[src/rtl/esb_source_ctrl.sv]
module esb_source_ctrl #(
  parameter int ADDR_W = 12,
  parameter int DATA_W = 64,
  parameter int OP_LSB = 8
) (
  input  logic              clk,
  input  logic              rst_n,
  input  logic              acc_valid,
  input  logic              acc_write,
  input  logic              acc_trig_page,
  input  logic [ADDR_W-1:0] acc_offset,
  input  logic [DATA_W-1:0] acc_wdata,
  input  logic              level_line,
  output logic              rd_valid,
  output logic [DATA_W-1:0] rd_data,
  output logic              notify
);
  localparam int OP_W = ADDR_W - OP_LSB;
  localparam logic [OP_W-1:0] OP_LD_EOI = OP_W'(4'h0);
  localparam logic [OP_W-1:0] OP_ST_EOI = OP_W'(4'h4);
  localparam logic [OP_W-1:0] OP_SET00  = OP_W'(4'hC);
  localparam logic [OP_W-1:0] OP_SET01  = OP_W'(4'hD);

  logic [1:0]      pq, pq_nx;
  logic            fire_nx;
  logic            is_load, is_trig, is_eoi;
  logic [OP_W-1:0] op;
  logic            unused_bits;

  assign op      = acc_offset[ADDR_W-1:OP_LSB];
  assign is_load = acc_valid && !acc_write;
  assign is_trig = acc_valid && acc_write && acc_trig_page;
  assign is_eoi  = acc_valid && !acc_trig_page &&
                   ((acc_write && op == OP_ST_EOI) || (!acc_write && op == OP_LD_EOI));
  assign unused_bits = ^{acc_wdata, acc_offset[OP_LSB-1:0]};

  always_comb begin
    pq_nx   = pq;
    fire_nx = 1'b0;
    if (is_trig) begin
      case (pq)
        2'b00:   begin pq_nx = 2'b10; fire_nx = 1'b1; end
        2'b10,
        2'b11:   pq_nx = 2'b11;
        default: pq_nx = pq;
      endcase
    end else if (is_eoi) begin
      case (pq)
        2'b10:   pq_nx = 2'b00;
        2'b11:   begin pq_nx = 2'b10; fire_nx = 1'b1; end
        default: pq_nx = pq;
      endcase
    end else if (is_load && !acc_trig_page) begin
      if (op == OP_SET00)      pq_nx = 2'b00;
      else if (op == OP_SET01) pq_nx = 2'b01;
    end
    if (level_line && pq_nx == 2'b00) begin
      pq_nx   = 2'b10;
      fire_nx = 1'b1;
    end
  end

  always_ff @(posedge clk) begin
    if (!rst_n) begin
      pq       <= 2'b01;
      notify   <= 1'b0;
      rd_valid <= 1'b0;
      rd_data  <= '0;
    end else begin
      pq       <= pq_nx;
      notify   <= fire_nx;
      rd_valid <= is_load;
      rd_data  <= is_load ? {{(DATA_W-2){1'b0}}, pq} : '0;
    end
  end

  a_r2_load_returns_prior: assert property (@(posedge clk) disable iff (!rst_n)
    (acc_valid && !acc_write) |=> (rd_valid && rd_data[1:0] == $past(pq)));
  a_r5_trigger_from_idle: assert property (@(posedge clk) disable iff (!rst_n)
    (acc_valid && acc_write && acc_trig_page && pq == 2'b00) |=> (notify && pq == 2'b10));
  a_r4_masked_stays_quiet: assert property (@(posedge clk) disable iff (!rst_n)
    (pq == 2'b01 && !(acc_valid && !acc_write && !acc_trig_page && op == OP_SET00))
      |=> (!notify && pq == 2'b01));
  a_r6_eoi_requeues: assert property (@(posedge clk) disable iff (!rst_n)
    (is_eoi && pq == 2'b11) |=> (notify && pq == 2'b10));
  a_r10_notify_sets_p: assert property (@(posedge clk) disable iff (!rst_n)
    notify |-> pq[1]);
  a_r7_level_never_idle: assert property (@(posedge clk) disable iff (!rst_n)
    (level_line && pq == 2'b00) |=> pq != 2'b00);
endmodule

[config.mk]
export PLATFORM = sky130hd
export DESIGN_NAME = esb_source_ctrl
export DESIGN_NICKNAME = d
export VERILOG_FILES = /design/src/rtl/esb_source_ctrl.sv
export SDC_FILE = /design/constraint.sdc
export NUM_CORES = 1
export LEC_CHECK = 0
export CAP_MARGIN = 5
export CELL_PAD_IN_SITES_DETAIL_PLACEMENT = 1
export CELL_PAD_IN_SITES_GLOBAL_PLACEMENT = 2
export CORE_MARGIN = 5
export CORE_UTILIZATION = 10
export CTS_CLUSTER_SIZE = 16
export DETAILED_ROUTE_END_ITERATION = 8
export GPL_TIMING_DRIVEN = 0
export PLACE_DENSITY_LB_ADDON = 0.1
export SETUP_SLACK_MARGIN = 0.5
export SKIP_CTS_REPAIR_TIMING = 1
export SLEW_MARGIN = 10
export SYNTH_ARGS = -nofsm -noshare
export SYNTH_HDL_FRONTEND = slang
export SYNTH_SLANG_ARGS = --single-unit
[constraint.sdc]
create_clock -name clk -period 1.75 [get_ports clk]
set_input_delay 0.175 -clock clk [delete_from_list [all_inputs] [get_ports clk]]
set_output_delay 0.175 -clock clk [all_outputs]
set_load 0.005 [all_outputs]
* Word-level counts from Yosys, hierarchy flattened
Index checks and enable logic that the tools add are counted.
** Word-level totals
- Latch bits :: 0
- Bits in read-only memories :: 0
- Bits in registers :: 68
- Memories kept :: 0
- Bits in writable memories :: 0
** Cells by class
- Add/subtract/negate cells :: 0
- Reduce and logical (&&, ||, !) cells :: 17
- Shifts and indexed selects :: 0
- Multiplexer cells :: 13
- Multipliers :: 0
- Order comparisons :: 0
- Bitwise gates (word level) :: 0
- Equal/unequal tests :: 5
- Div/mod/pow operators :: 0
** Operator list (count)
- 2-to-1 mux 2 bit :: 6
- logical AND 1 bit :: 9
- == test 4 bit, second input constant :: 2
- one-hot mux 2 bit (2 select lines) :: 2
- 2-to-1 mux 1 bit :: 5
- == test 2 bit, second input constant :: 2
- == test 4 x 3 -> 1 bit, second input constant :: 1
- zero test 2 bit :: 2
- zero test 4 bit :: 1
- zero test 1 bit :: 2
- AND reduction 2 bit :: 1
- OR reduction 2 bit :: 1
- logical OR 1 bit :: 1

* Longest topological paths before layout
Gate-level depths: netlist of the first run.
- Depth after elaboration :: 9
- Gate-level depth with buffers :: 4
- Gate-level depth less buffers :: 4

* Least setup slack after synthesis of the first run
OpenSTA, ideal clock, no wires.
- Path type :: input port to flip-flop
- From :: in acc_offset[8]
- To :: reg pq[1]
- Stages on the path :: 4
- Setup time :: 132 ps
- Setup slack :: 435 ps
- Data arrival time :: 1183 ps
- Cell sequence :: or4_4 -> nor4b_1 -> or3_1 -> a21oi_1
** On the way
- Cells in the longest elaborated chain, start to end :: 9
- Elaborated cells on any way between the ends :: 16
** Ends and longest elaborated chain
- start, declared :: line 11 : input logic [ADDR_W-1:0] acc_offset,
- == test 4 bit (tied with other cells) :: line 55 : else if (op == OP_SET01) pq_nx = 2'b01;
- 2-to-1 mux 2 bit / logical AND 1 bit (equally long branches) :: line 55, 34
- 2-to-1 mux 2 bit / logical OR 1 bit (equally long branches) :: line 54, 34
- 2-to-1 mux 2 bit / logical AND 1 bit (equally long branches) :: line 53, 33
- 2-to-1 mux 2 bit * :: line 47 : end else if (is_eoi) begin
- 2-to-1 mux 2 bit * :: line 40 : if (is_trig) begin
- zero test 2 bit :: line 57 : if (level_line && pq_nx == 2'b00) begin
- logical AND 1 bit :: line 57
- 2-to-1 mux 2 bit * :: line 57
- end signal, assigned :: line 70 : pq <= pq_nx;
- end, declared :: line 24 : logic [1:0] pq, pq_nx;
Every way passes the cells marked *; elsewhere a longest branch is shown, timed or not.
A chain may end at the register's enable or synchronous reset.

* Worst setup path after layout of the first run
- From :: in acc_offset[11]
- To :: reg notify
** On the way
- Cells in the longest elaborated chain, start to end :: 9
- Elaborated cells on any way between the ends :: 18
** Ends and longest elaborated chain
- == test 4 bit (tied with other cells) :: line 55
- 2-to-1 mux 2 bit / logical AND 1 bit (equally long branches) :: line 55, 34
- 2-to-1 mux 2 bit / logical OR 1 bit (equally long branches) :: line 54, 34
- 2-to-1 mux 2 bit / logical AND 1 bit (equally long branches) :: line 53, 33
- 2-to-1 mux 2 bit :: line 47
- 2-to-1 mux 2 bit :: line 40
- zero test 2 bit :: line 57
- logical AND 1 bit :: line 57
- 2-to-1 mux 1 bit * :: line 57
- end signal, assigned :: line 71 : notify <= fire_nx;
- end, declared :: line 16 : output logic notify
Marks and branches as above.

==> flow_summary.yaml, run 1 <==
route:
  drc: 0
  dr.pass1.iters: 4
  ant_nets: 0
  drt_iter0_markers: 2
  vias: 675
  routed_wirelength_um: 2074
  viasPerCell: 2.500
  wl_per_cell_um: 7.681
min_path:
  hp-start: "acc_offset[8]"
  whs_path_depth: 3
  min_to: "pq[0]$_SDFF_PN1_"
  hold_class: "input port to flop"
worst_setup_path:
  start_kind: "input port"
  rr_worst_depth: 3
  reg2reg_from: "pq[1]$_SDFF_PN0_"
  crit_chain: "buf_6, or4_4, nor4b_4, o31ai_1, o22ai_1"
  cp-end-kind: "flop"
  path_delay_family: "simple AND/OR/NAND/NOR gates"
  reg2reg_slack_ns: 0.56
  cp_data_arrival_time_ns: 1.38
  critPathKind: "input port to flop"
  timing.rr.end: "notify$_SDFF_PN0_"
  cp_num_buf_inv: 1
  crit_slowest_cell: "or4_4"
  cp.required_ns: 1.89
  cp_slowest_stage_delay_ns: 0.56
  crit_path_max_fanout: 2
timing:
  fin_worst_skew_ns: 0.0009701
  max_freq_ghz: 0.8061
  fin_setup_tns_ns: 0
  period_share: 0.7089
  min_period_ns: 1.240
  rsz0062_at_grt: "yes"
  finalHoldViolCount: 0
  setup_viol_count_final: 0
  drv_slew: 0
final_layout:
  drive_above_1_share: 0.4561
  syn2layout_area_growth_pct: 76.64
  diodes: 0
  final_util: 0.1833
  layout.nets: 255
  final_cell_mix: "63 x buf_4, 62 x conb_1, 6 x clkdlybuf4s50_1, 6 x dfxtp_1"
  final_common_cell: "buf_4"
global_route:
  antenna_found_initial: 0
  grt-ovfl-total: 0
  grt_pass1_wl_um: 3353
  grt_pass1_vias: 684
  grt_start_max_net_pins: 7
  grt_usage: 0.04222
pwr:
  ir_worst_vdd_uv: 198.9
  power_leakage_nw: 0.7731
  report.power.total_w: 0.0005413
  p_per_area_nw_per_um2: 402.8
clocking:
  ctsLongestPathBuffers: 2
  cts_root_buffer: "clkbuf_8"
  cts_sinks: 6
  numCtsBuffers: 3
  h-tree-depth: 1
  clk_latency_ns: 0.22
  cts_tree: "built"
  clk_pin_slew_ns: 0.03
logic_synthesis:
  synth_seq_area_share: 0.1579
  ys_ff_latch: 6
  ys_types: 25
  netlist_area_um2: 760.7
  synth_warnings: 0
  synth_cells: 93
  synth_area_per_cell_um2: 8.180
placement:
  port-buffer-count: 13
  hpwlAfterDp_um: 1870
  gp_congestion: 0.7242
floorplanning:
  dieArea_um2: 9452
  die_w_um: 97.22
  die_y_um: 97.22
  ioPinCount: 148
  core_area_um2: 7331
  num_rows: 31
  initial_core_util: 0.1038
flow_run:
  drv_cap: 0
status:
  status: "complete, no violations"
## state kept, by name, summed over array words and instances, names as in the netlist
name,count
pq,2
rd_data,2
notify,1
rd_valid,1
## metal layers
layer | global-route usage | up-vias | routed length, um
met5 | 0 | - | 0
met2 | 0.06051 | 50 | 861
li1 | - | 339 | -
met3 | 0.03661 | 0 | 389
met4 | 0.003195 | 0 | 0
met1 | 0.04981 | 286 | 823
## synth_stat cells
cell type	n	share of area
o31ai_1	1	0.0099
and2_2	1	0.0099
and3_1	2	0.016
xor2_1	1	0.012
buf_4	62	0.61
a41oi_1	1	0.012
dfxtp_1	6	0.16
o22ai_1	1	0.0082
nand2_1	1	0.0049
nand3_1	1	0.0066
nand4_1	1	0.0082
o311ai_1	1	0.012
nor2b_1	1	0.0082
inv_1	1	0.0049
nor4b_1	1	0.012
and2_1	1	0.0082
nor3_2	1	0.013
conb_1	1	0.0049
a21oi_1	2	0.013
nor4bb_1	1	0.013
o311ai_0	1	0.012
or3_1	1	0.0082
o21ba_2	1	0.013
nor3_1	1	0.0066
or4_4	1	0.015
## worst max path at each step
stage	to	depth (start not counted)	from	slack, ns
6_report	notify$_SDFF_PN0_	5	acc_offset[11]	0.51
3_3_place_gp	notify$_SDFF_PN0_	5	acc_offset[8]	-0.13
3_5_place_dp	notify$_SDFF_PN0_	5	acc_offset[8]	-0.14
2_1_floorplan	notify$_SDFF_PN0_	4	acc_offset[8]	0.50
4_1_cts	notify$_SDFF_PN0_	5	acc_offset[8]	0.09
5_1_grt	notify$_SDFF_PN0_	3	pq[1]$_SDFF_PN0_	0.46
## through the flow
step                cell area [um^2]  hold WS [ns]  setup WS [ns]  instances
global route                    1344        0.3996         0.4574        270
floorplan                      996.0        0.2663         0.4955        154
detailed placement              1250        0.5518        -0.1360        266
finish                          1344        0.3752         0.5095        270
global placement                1250        0.5438        -0.1273        266
CTS                             1291        0.5614        0.09284        269
## cell families (layout without fill, tap and decap cells)
| family | after synthesis | in the layout | synth area share |
|---|---|---|---|
| compound gates | 8 | 8 | 0.07896 |
| xor+xnor | 1 | 1 | 0.01152 |
| buf+inv | 63 | 80 | 0.6168 |
| flops | 6 | 6 | 0.1579 |
| other cells | 1 | 62 | 0.004929 |
| simple gates | 14 | 14 | 0.1299 |
## worst reg2reg max path: stages, from the launching register on
cell and delay (ns):
dfxtp_1 0.40, a41oi_1 0.19, o311ai_2 0.35, o22ai_1 0.12
## power breakdown
part | total (W) | internal, W | switching, W
combinational | 0.000197 | 0.000119 | 0.0000784
sequential | 0.000142 | 0.000141 | 0.00000181
clock | 0.000201 | 0.000147 | 0.0000542
## cell type report
class                      count  area [um^2]
clock buffer                   3        41.29
tap                           99        123.9
buffer                        62        465.4
sequential                     6        120.1
multi-input combinational     85        451.7
timing repair buffer          14        137.6
fill                         912         5987
inverter                       1        3.754
Power figures use the tool's default switching activity.
==> run 2: changes to the inputs <==
==> constraint.sdc (replaced) <==
create_clock -name clk -period 1.3 [get_ports clk]
set_input_delay 0.13 -clock clk [delete_from_list [all_inputs] [get_ports clk]]
set_output_delay 0.13 -clock clk [all_outputs]
set_load 0.005 [all_outputs]
==> run 2 against run 1 <==
  * Power grew 35%
  * Final area grew 0.37%
  * Setup slack lost 0.41 ns
  * Via count shrank 4.1%
  * Global-route usage shrank 0.10 points
  * Critical path depth is the same
  * Die area is the same
  * Critical endpoint is now pq[1]$_SDFF_PN0_
  * Largest cell class unchanged
  * Highest routed layer unchanged
==> flow_summary.yaml, run 2 (synthesis results as in run 1) <==
global_route:
  grt-ovfl-total: 0
  top_usage_layer: "met2"
  grt_pass1_wl_um: 3270
  grt_start_max_net_pins: 7
  antenna_found_initial: 0
  use_met2: 0.05892
  grt_use_met3: 0.02728
  use_met1: 0.05107
  grt_pass1_vias: 681
  grt_usage: 0.04117
worst_setup_path:
  critPathKind: "input port to flop"
  cp-end-kind: "flop"
  endpoint: "pq[1]$_SDFF_PN0_"
  reg2reg_from: "pq[0]$_SDFF_PN1_"
  cp_data_arrival_time_ns: 1.30
  timing.rr.end: "notify$_SDFF_PN0_"
  reg2reg_slack_ns: 0.1
  crit_path_max_fanout: 2
  cp-startpoint: "acc_offset[11]"
  rr_worst_depth: 3
  start_kind: "input port"
  cp.required_ns: 1.40
pwr:
  p_sw_w: 0.0001857
  power_leakage_nw: 0.7943
  netSwitchingFraction: 0.2549
  p_comb_frac: 0.360
  p_clk_frac: 0.376
  ir_worst_vdd_uv: 158.0
  p_per_area_nw_per_um2: 540.2
  cellInternalPower_w: 0.0005429
  seq_power_share: 0.263
  report.power.total_w: 0.0007286
timing:
  fin_worst_skew_ns: 0.001607
  period_share: 0.9267
  setup_ws_ns: 0.09533
  max_freq_ghz: 0.8301
  setup_viol_count_final: 0
  min_period_ns: 1.205
  hold_ws_ns: 0.3770
  finalHoldViolCount: 0
  drv_slew: 0
  fin_setup_tns_ns: 0
  rsz0062_at_grt: "yes"
clocking:
  numCtsBuffers: 3
  ctsLongestPathBuffers: 2
  clk_latency_ns: 0.22
  h-tree-depth: 1
  cts_root_buffer: "clkbuf_8"
  cts_sinks: 6
  clk_pin_slew_ns: 0.04
  cts_tree: "built"
final_layout:
  diodes: 0
  reg_top3: "pq: 2 flops, rd_data: 2 flops"
  drive_above_1_share: 0.4941
  layout.nets: 254
  syn2layout_area_growth_pct: 77.30
  final_cell_mix: "62 x buf_4, 62 x conb_1, 5 x clkbuf_2, 5 x dfxtp_1, 4 x dlymetal6s2s_1"
floorplanning:
  die_w_um: 97.22
  dieArea_um2: 9452
  core_area_um2: 7331
  die_y_um: 97.22
  num_rows: 31
  initial_core_util: 0.1038
  ioPinCount: 148
route:
  ant_nets: 0
  drt_iter0_markers: 16
  viasPerCell: 2.405
  vias: 647
  dr.pass1.iters: 2
  routed_wirelength_um: 2127
  wl_per_cell_um: 7.907
  drc: 0
flow_run:
  drv_cap: 0
min_path:
  hold_class: "input port to flop"
  whs_path_depth: 4
status:
  status: "complete, no violations"
placement:
  gp_congestion: 0.7230
  port-buffer-count: 13
  hpwlAfterDp_um: 1927
  pre_cts_slack_ns: -0.5597
[run 2: critical path, stage by stage]
cell and delay [ns]:
buf_6 0.09, or4_4 0.57, nor4b_4 0.31, or3_1 0.16
a21oi_2 0.04
[run 2: cell type report]
class,instances,area [um^2]
sequential,6,121.4
fill,895,5982
buffer,62,465.4
timing repair buffer,13,117.6
clock buffer,3,41.29
inverter,1,3.754
multi-input combinational,85,475.5
tap,99,123.9
[run 2: per-layer routing]
metal  vias to the layer above  routed length [um]
met1                       266                 881
met4                         0                   0
met2                        45                 925
met5                         -                   0
li1                        336                   -
met3                         0                 320
[run 2: how the worst min path moves through the flow]
stage	start	endpoint	slack [ns]
global route	acc_offset[9]	pq[0]$_SDFF_PN1_	0.42
CTS	rst_n	pq[0]$_SDFF_PN1_	0.55
detailed placement	pq[1]$_SDFF_PN0_	rd_data[1]$_SDFF_PN0_	0.55
floorplan	rst_n	pq[0]$_SDFF_PN1_	0.22
finish	acc_offset[9]	pq[0]$_SDFF_PN1_	0.38
global placement	pq[1]$_SDFF_PN0_	rd_data[1]$_SDFF_PN0_	0.54
[run 2: per-stage QoR]
stage                     instance area [um^2]  std cells    util
after floorplan                          996.0        154       -
after global placement                    1250        266  0.1705
after detailed placement                  1250        266  0.1705
after CTS                                 1291        269  0.1761
after global routing                      1349        269  0.1840
final                                     1349        269  0.1840
[run 2: power groups by stage]
| stage | sequential [W] | combinational (W) | clock [W] |
|---|---|---|---|
| 6_report | 0.000192 | 0.000263 | 0.000274 |
| 5_1_grt | 0.000192 | 0.000293 | 0.000291 |
| 4_1_cts | 0.000191 | 0.000238 | 0.000286 |
| 3_5_place_dp | 0.000194 | 0.000238 | 0 |
| 3_3_place_gp | 0.000194 | 0.000238 | 0 |
| 2_1_floorplan | 0.000194 | 0.000192 | 0 |
